<file path="src/rtl/lcd_timing_gen.sv">
module lcd_timing_gen #(
  parameter int CW = 10
) (
  input  logic          clk,
  input  logic          rst_n,
  input  logic          wr_en,
  input  logic [2:0]    addr,
  input  logic [31:0]   wdata,
  output logic [31:0]   rd_data,
  output logic          hsync,
  output logic          vsync,
  output logic          de,
  output logic [CW-1:0] pix_x,
  output logic [CW-1:0] pix_y,
  output logic          pix_clk_o,
  output logic          irq
);
  localparam int HI = 16;

  logic [3:0]    cfg;
  logic [2:0]    ctl;
  logic [CW-1:0] hs_end, vs_end, h_tot, v_tot, h_beg, h_fin, v_beg, v_fin;
  logic [CW-1:0] hcnt, vcnt;
  logic          running, st_dis, st_eof;

  wire w_cfg = wr_en && addr == 3'd0;
  wire w_hs  = wr_en && addr == 3'd1;
  wire w_vs  = wr_en && addr == 3'd2;
  wire w_tot = wr_en && addr == 3'd3;
  wire w_ha  = wr_en && addr == 3'd4;
  wire w_va  = wr_en && addr == 3'd5;
  wire w_ctl = wr_en && addr == 3'd6;
  wire w_st  = wr_en && addr == 3'd7;

  wire h_last = hcnt == h_tot - 1'b1;
  wire v_last = vcnt == v_tot - 1'b1;
  wire fend   = running && h_last && v_last;
  wire stop   = fend && ctl[1];
  wire go     = w_ctl && wdata[3] && !wdata[4] && !running;

  always_ff @(posedge clk or negedge rst_n) begin
    if (!rst_n) begin
      cfg <= '0; hs_end <= '0; vs_end <= '0; h_tot <= '0; v_tot <= '0;
      h_beg <= '0; h_fin <= '0; v_beg <= '0; v_fin <= '0;
    end else begin
      if (w_cfg) cfg <= wdata[11:8];
      if (w_hs)  hs_end <= wdata[CW-1:0];
      if (w_vs)  vs_end <= wdata[CW-1:0];
      if (w_tot) begin h_tot <= wdata[HI +: CW]; v_tot <= wdata[CW-1:0]; end
      if (w_ha)  begin h_beg <= wdata[HI +: CW]; h_fin <= wdata[CW-1:0]; end
      if (w_va)  begin v_beg <= wdata[HI +: CW]; v_fin <= wdata[CW-1:0]; end
    end
  end

  always_ff @(posedge clk or negedge rst_n) begin
    if (!rst_n) begin
      ctl <= '0;
    end else if (w_ctl) begin
      ctl <= {wdata[13], wdata[4], wdata[3]};
    end else if (stop) begin
      ctl[1:0] <= 2'b00;
    end
  end

  always_ff @(posedge clk or negedge rst_n) begin
    if (!rst_n) begin
      running <= 1'b0;
      hcnt    <= '0;
      vcnt    <= '0;
    end else begin
      if (go) running <= 1'b1;
      else if (stop) running <= 1'b0;
      if (!running || stop) begin
        hcnt <= '0;
        vcnt <= '0;
      end else if (h_last) begin
        hcnt <= '0;
        vcnt <= v_last ? '0 : vcnt + 1'b1;
      end else begin
        hcnt <= hcnt + 1'b1;
      end
    end
  end

  always_ff @(posedge clk or negedge rst_n) begin
    if (!rst_n) begin
      st_eof <= 1'b0;
      st_dis <= 1'b0;
    end else begin
      st_eof <= fend ? 1'b1 : (w_st ? wdata[5] : st_eof);
      st_dis <= stop ? 1'b1 : (w_st ? wdata[0] : st_dis);
    end
  end

  wire h_in   = hcnt >= h_beg && hcnt < h_fin;
  wire v_in   = vcnt >= v_beg && vcnt < v_fin;
  wire de_raw = running && h_in && v_in;
  wire hs_raw = running && hcnt < hs_end;
  wire vs_raw = running && vcnt < vs_end;

  assign hsync     = hs_raw ^ cfg[3];
  assign vsync     = vs_raw ^ cfg[0];
  assign de        = de_raw ^ cfg[1];
  assign pix_clk_o = clk ^ cfg[2];
  assign pix_x     = de_raw ? hcnt - h_beg : '0;
  assign pix_y     = de_raw ? vcnt - v_beg : '0;
  assign irq       = st_eof & ctl[2];

  always_comb begin
    rd_data = '0;
    case (addr)
      3'd0: rd_data[11:8] = cfg;
      3'd1: rd_data[CW-1:0] = hs_end;
      3'd2: rd_data[CW-1:0] = vs_end;
      3'd3: begin rd_data[HI +: CW] = h_tot; rd_data[CW-1:0] = v_tot; end
      3'd4: begin rd_data[HI +: CW] = h_beg; rd_data[CW-1:0] = h_fin; end
      3'd5: begin rd_data[HI +: CW] = v_beg; rd_data[CW-1:0] = v_fin; end
      3'd6: begin rd_data[13] = ctl[2]; rd_data[4] = ctl[1]; rd_data[3] = ctl[0]; end
      default: begin rd_data[5] = st_eof; rd_data[0] = st_dis; end
    endcase
  end

  // the horizontal count returns to zero after the last pixel of a line
  a_r2_hwrap: assert property (@(posedge clk) disable iff (!rst_n)
    (running && h_last) |=> (hcnt == '0));

  // the raster only stops right after a frame's last pixel
  a_r6_stop_at_eof: assert property (@(posedge clk) disable iff (!rst_n)
    $fell(running) |-> $past(fend));

  // stopping always leaves the disabled flag set
  a_r6_dis_flag: assert property (@(posedge clk) disable iff (!rst_n)
    $fell(running) |-> st_dis);

  // the end-of-frame flag is set after every frame end
  a_r7_eof_flag: assert property (@(posedge clk) disable iff (!rst_n)
    fend |=> st_eof);

  // while stopped, the counters hold at zero
  a_r6_idle_hold: assert property (@(posedge clk) disable iff (!rst_n)
    (!running && !$past(running)) |-> (hcnt == '0 && vcnt == '0));
endmodule

</file>
<file path="config.mk">
export PLATFORM = sky130hd
export DESIGN_NAME = lcd_timing_gen
export DESIGN_NICKNAME = d
export VERILOG_FILES = /design/src/rtl/lcd_timing_gen.sv
export SDC_FILE = /design/constraint.sdc
export NUM_CORES = 1
export LEC_CHECK = 0
export BUFFER_PORTS_ARGS = -buffer_cell sky130_fd_sc_hd__buf_2
export CORE_ASPECT_RATIO = 1.5
export CORE_MARGIN = 2
export CORE_UTILIZATION = 40
export DETAILED_ROUTE_END_ITERATION = 12
export MAX_ROUTING_LAYER = met4
export SLEW_MARGIN = 20
export SYNTH_ARGS = -nofsm -noshare
export SYNTH_HDL_FRONTEND = slang
export SYNTH_SLANG_ARGS = --single-unit
</file>
<file path="constraint.sdc">
create_clock -name clk -period 3.6 [get_ports clk]
set_input_delay 0.72 -clock clk [delete_from_list [all_inputs] [get_ports clk]]
set_output_delay 0.72 -clock clk [all_outputs]
set_load 0.1 [all_outputs]
</file>
==> results by stage <==
Outcome:
- The flow ran to the end, but the final reports show violations.
- The final reports fail on negative setup slack.

Synthesis:
- The primary flip-flop cell chosen by synthesis mapping is sky130_fd_sc_hd__dfrtp_1.
- Summing every instance area after synthesis gives 7790 µm².
- The number of standard cells after synthesis is 870.
- Yosys mapped a number of flops with a built-in enable equal to 0.
- After Yosys synthesis, XOR and XNOR cells account for 5.29% of the synthesized area.
- The proportion of synthesized flip-flops having asynchronous set or reset is 100%.
- The share of the Yosys chip area taken by registers is 35.3%.
- The number of different library cells used by synthesis comes to 70.
- The synthesized-area fraction occupied by ao, oa, aoi and oai cells is between 10% and 20%.
- Summing the areas of all and, or, nand and nor instances in the mapped netlist gives between 15 and 20% of the synthesized area.
- After synthesis, the share of cell area in mux cells is 10.2%.
- The synthesized area per cell is roughly 9 µm².
- The number of flip-flops and latches in the synthesized netlist is 110.
- The arithmetic-cell share of the synthesized area counting full adders, half adders and majority gates is 10.5%.
- The largest family of logic cells by synthesized area is simple AND/OR/NAND/NOR gates.
- The Yosys step of the flow raised 0 warnings.

Worst setup path:
- The cell family with the largest share of critical-path delay is adder cells.
- The worst setup path is launched from a register.
- The path type of the worst setup path is reg2out.
- The required time of the critical path is 2.88 ns.
- On the critical path, the stage with the largest delay is an instance of sky130_fd_sc_hd__dfrtp_1.
- The critical path contains buffers and inverters numbering 4 combined.
- The highest net fanout along the worst path is 3.
- The signal on the critical path passes through inv_1, ha_2, inv_2, fa_2, a21o_1, a21oi_2, o22ai_1, nor2_1, o21ai_1, nand4_1, buf_4, xnor2_2, clkbuf_16.
- The stage delay of the slowest cell on the critical path is 0.40 ns.
- Data arrives at the worst endpoint at 2.91 ns.
- The critical path capture point type is an output pin.

STA:
- The post-route worst setup slack is -0.0339 ns.
- The final clock period utilization by the worst path is 101%.
- The number of hold-slack violations in the final timing report is 0.
- For the pin with the worst max-slew slack, the measured transition is 0.682 ns.
- Headroom to the max-slew limit came out at 54.2%.
- After layout, the minimum clock period comes to approximately 3.6 ns.
- The worst setup skew after layout is around 0.0086 ns.
- The maximum clock frequency is 0.275 GHz.
- Setup repair after global routing could not meet its margin everywhere.
- The total of endpoints with negative setup slack in the final report is 1.
- On the final layout, the worst hold slack is ~0.27 ns.
- The max-slew violation count is 0.

Routing:
- After the first detailed-routing iteration, the DRC count stood at 418.
- The first detailed-routing pass ran for 6 iterations.
- Once detail routing completed, the nets flagged for antenna violations numbered 0.
- Summed over all layers, the routed wires come to 23700 µm.
- After detailed routing, the number of remaining DRC violations is 0.
- Dividing the detail-routed via count by the number of cells gives 5.46.
- Dividing the detail-routed wire length by the instance count gives around 19 µm.
- The number of vias after detailed routing is 6680.

Global routing:
- The number of global-route vias before repair is a little under 7000.
- The first-pass GRT wire length is ~37000 µm.
- Global routing used between 20 and 25% of the available tracks.
- The number of antenna violations at the first check in global routing is 0.
- The largest net degree at the start of global routing is 111.
- Global routing finished with a remaining overflow of 0.

Placement:
- The count of buffers added on input and output ports is 76.
- The total cell area at the placement stage is 9280 µm².
- The congestion estimate from routability-driven global placement came to 0.895.
- OpenSTA, run right after detailed placement, puts the worst setup slack at just under 0.2 ns.
- The HPWL after detailed placement is 17500 µm.
- In this run, placement finished with an instance count of between 1000 and 1500.

Floorplanning:
- The area of the die is 20600 µm².
- The effective utilization at floorplan is between 40% and 50%.
- The boundary pin count is 95.
- The floorplan has just over 60 rows.
- From bottom edge to top edge, the die measures 175 µm.
- The core footprint is 19200 µm².
- The die is 118 µm wide.

Cells and area:
- The count of cells in the finished layout, fillers not included, comes to 1223.
- The layout cell share with drive strength beyond 1 is 26.0%.
- The final layout contains roughly 1100 nets.
- The number of antenna repair diodes is 0.
- The final instance area is 9810 µm².
- The area overhead of the layout relative to synthesis is 26.0%.

Power:
- For this design the static power due to leakage is between 4 and 5 nW.
- The design draws 0.00493 W.
- The power density of the placed cells is about 500 nW/µm².
- VDD sags by at most around 0.00027 V.

Flow run:
- The max-capacitance violation count is 0.

CTS:
- The TritonCTS clock tree is yes.
- Clock-pin slew was measured on the worst setup and hold paths at ~0.080 ns.
- Clock latency on the worst-skew pair, taken at its later pin, is roughly 0.48 ns.

Worst hold path:
- The min-delay analysis places its worst path in the category in2async.
==> kinds of logic after synthesis <==
kind of cell	after synthesis
xor gates and xnor gates	47
DFF	110
adders and majority gates	64
buffers and inverters	130
muxes	70
and+or+nand+nor	258
AOI/OAI and AO/OA	190
other	1
==> routing by layer <==
metal,routed length [µm],part of all wire [%],GRT usage [%],vias up
met5,0,0,-,-
met3,763,3.2,3.75,38
met4,715,3.0,9.69,0
met2,12800,54,43.6,131
met1,9370,40,27.1,3303
li1,-,-,-,3208
==> sequential cells by signal, summed over array words and instances (netlist names) <==
signal	count
running	1
v_beg	10
ctl	3
vs_end	10
h_tot	10
st_eof	1
v_fin	10
h_beg	10
h_fin	10
vcnt	10
v_tot	10
st_dis	1
hcnt	10
hs_end	10
cfg	4
==> cell type report <==
| type | count | area (µm²) |
|---|---|---|
| fillers | 1837 | 9350 |
| multi-input cells | 638 | 4750 |
| flip-flops and latches | 110 | 2760 |
| repair buffers | 114 | 1300 |
| clock buffers | 16 | 337 |
| inverters | 86 | 323 |
| well taps | 256 | 320 |
| clock inverters | 3 | 28.8 |
==> final timing paths <==
check | from | slack (ns) | cells after the start | endpoint
min | rst_n | 0.27 | 2 | hcnt[9]
max in group asynchronous | rst_n | 2.75 | 2 | vcnt[1]
max reg2reg | h_tot[0] | 0.42 | 10 | vcnt[8]
min reg2reg | v_fin[7] | 0.52 | 1 | v_fin[7]
max | hcnt[0] | -0.03 | 13 | de
min in group clk | wdata[13] | 0.47 | 2 | ctl[2]
==> cells in the mapped netlist (5+ instances only) <==
cell type / number / area, µm²
sky130_fd_sc_hd__ha_1: 62 / 776
sky130_fd_sc_hd__buf_4: 10 / 75.1
sky130_fd_sc_hd__o21ai_0: 79 / 395
sky130_fd_sc_hd__a21oi_1: 35 / 175
sky130_fd_sc_hd__inv_1: 85 / 319
sky130_fd_sc_hd__nand2b_1: 18 / 113
sky130_fd_sc_hd__dfrtp_1: 110 / 2750
sky130_fd_sc_hd__nor2b_1: 5 / 31.3
sky130_fd_sc_hd__nand3b_1: 5 / 37.5
sky130_fd_sc_hd__nand4_1: 8 / 50.1
sky130_fd_sc_hd__and3_1: 13 / 81.3
sky130_fd_sc_hd__a21o_1: 13 / 97.6
sky130_fd_sc_hd__xor2_1: 15 / 131
sky130_fd_sc_hd__o22ai_1: 5 / 31.3
sky130_fd_sc_hd__nand4b_1: 5 / 43.8
sky130_fd_sc_hd__nand3_1: 24 / 120
sky130_fd_sc_hd__mux2i_1: 18 / 180
sky130_fd_sc_hd__nor3_1: 22 / 110
sky130_fd_sc_hd__xnor2_1: 32 / 280
sky130_fd_sc_hd__nand2_1: 77 / 289
sky130_fd_sc_hd__a22oi_1: 7 / 52.6
sky130_fd_sc_hd__nor2_1: 60 / 225
sky130_fd_sc_hd__a31oi_1: 14 / 87.6
sky130_fd_sc_hd__mux2_2: 50 / 563
sky130_fd_sc_hd__clkbuf_1: 22 / 82.6
sky130_fd_sc_hd__buf_2: 6 / 30.0
==> worst reg2reg max path, cell delays in order, from the launching register on <==
cell and delay (ns):
sky130_fd_sc_hd__dfrtp_1 0.46, sky130_fd_sc_hd__inv_1 0.09, sky130_fd_sc_hd__ha_1 0.23, sky130_fd_sc_hd__nor4b_4 0.41, sky130_fd_sc_hd__o211ai_1 0.15, sky130_fd_sc_hd__a32o_1 0.27
sky130_fd_sc_hd__o21a_1 0.20, sky130_fd_sc_hd__nor4_4 0.65, sky130_fd_sc_hd__buf_4 0.33, sky130_fd_sc_hd__a21boi_0 0.20, sky130_fd_sc_hd__o22ai_1 0.09
==> metrics by stage <==
step / util (%) / TNS, ns
after floorplan: - / -3.63
after global placement: 48.4 / 0
after detailed placement: 48.4 / 0
after CTS: 51.0 / -0.0202
after global routing: 51.2 / -1.46
final: 51.2 / -0.0339
==> cell usage in the layout, fill, tap and decap left out, drive strengths merged, types with 4 or more instances in the layout <==
| cell type | n |
|---|---|
| o211ai | 4 |
| and2 | 5 |
| a211oi | 4 |
| and3 | 13 |
| nand2b | 18 |
| ha | 62 |
| a31oi | 14 |
| dfrtp | 110 |
| nor2b | 5 |
| conb | 9 |
| xor2 | 15 |
| nand4 | 8 |
| nand3b | 5 |
| buf | 113 |
| o22ai | 5 |
| mux2 | 50 |
| nand2 | 78 |
| mux2i | 18 |
| clkbuf | 17 |
| inv | 86 |
| a22oi | 7 |
| a21oi | 35 |
| nor3 | 22 |
| xnor2 | 32 |
| nor2 | 60 |
| o21ai | 79 |
| nand3 | 24 |
| o21a | 4 |
| a21o | 13 |
| nand4b | 5 |
==> power breakdown <==
group,total [W],switching (W),internal [W]
logic,0.00190,0.00114,0.000760
registers,0.00173,0.000265,0.00146
clock network,0.00130,0.000627,0.000672
total,0.00493,0.00203,0.00289
==> what timing repair did <==
item,in CTS,in global routing
setup buffers,7,2
hold buffers,0,0
gates resized for setup,25,10
pin swaps,11,9
setup endpoints to repair,23,23
Power figures use the tool's default switching activity.
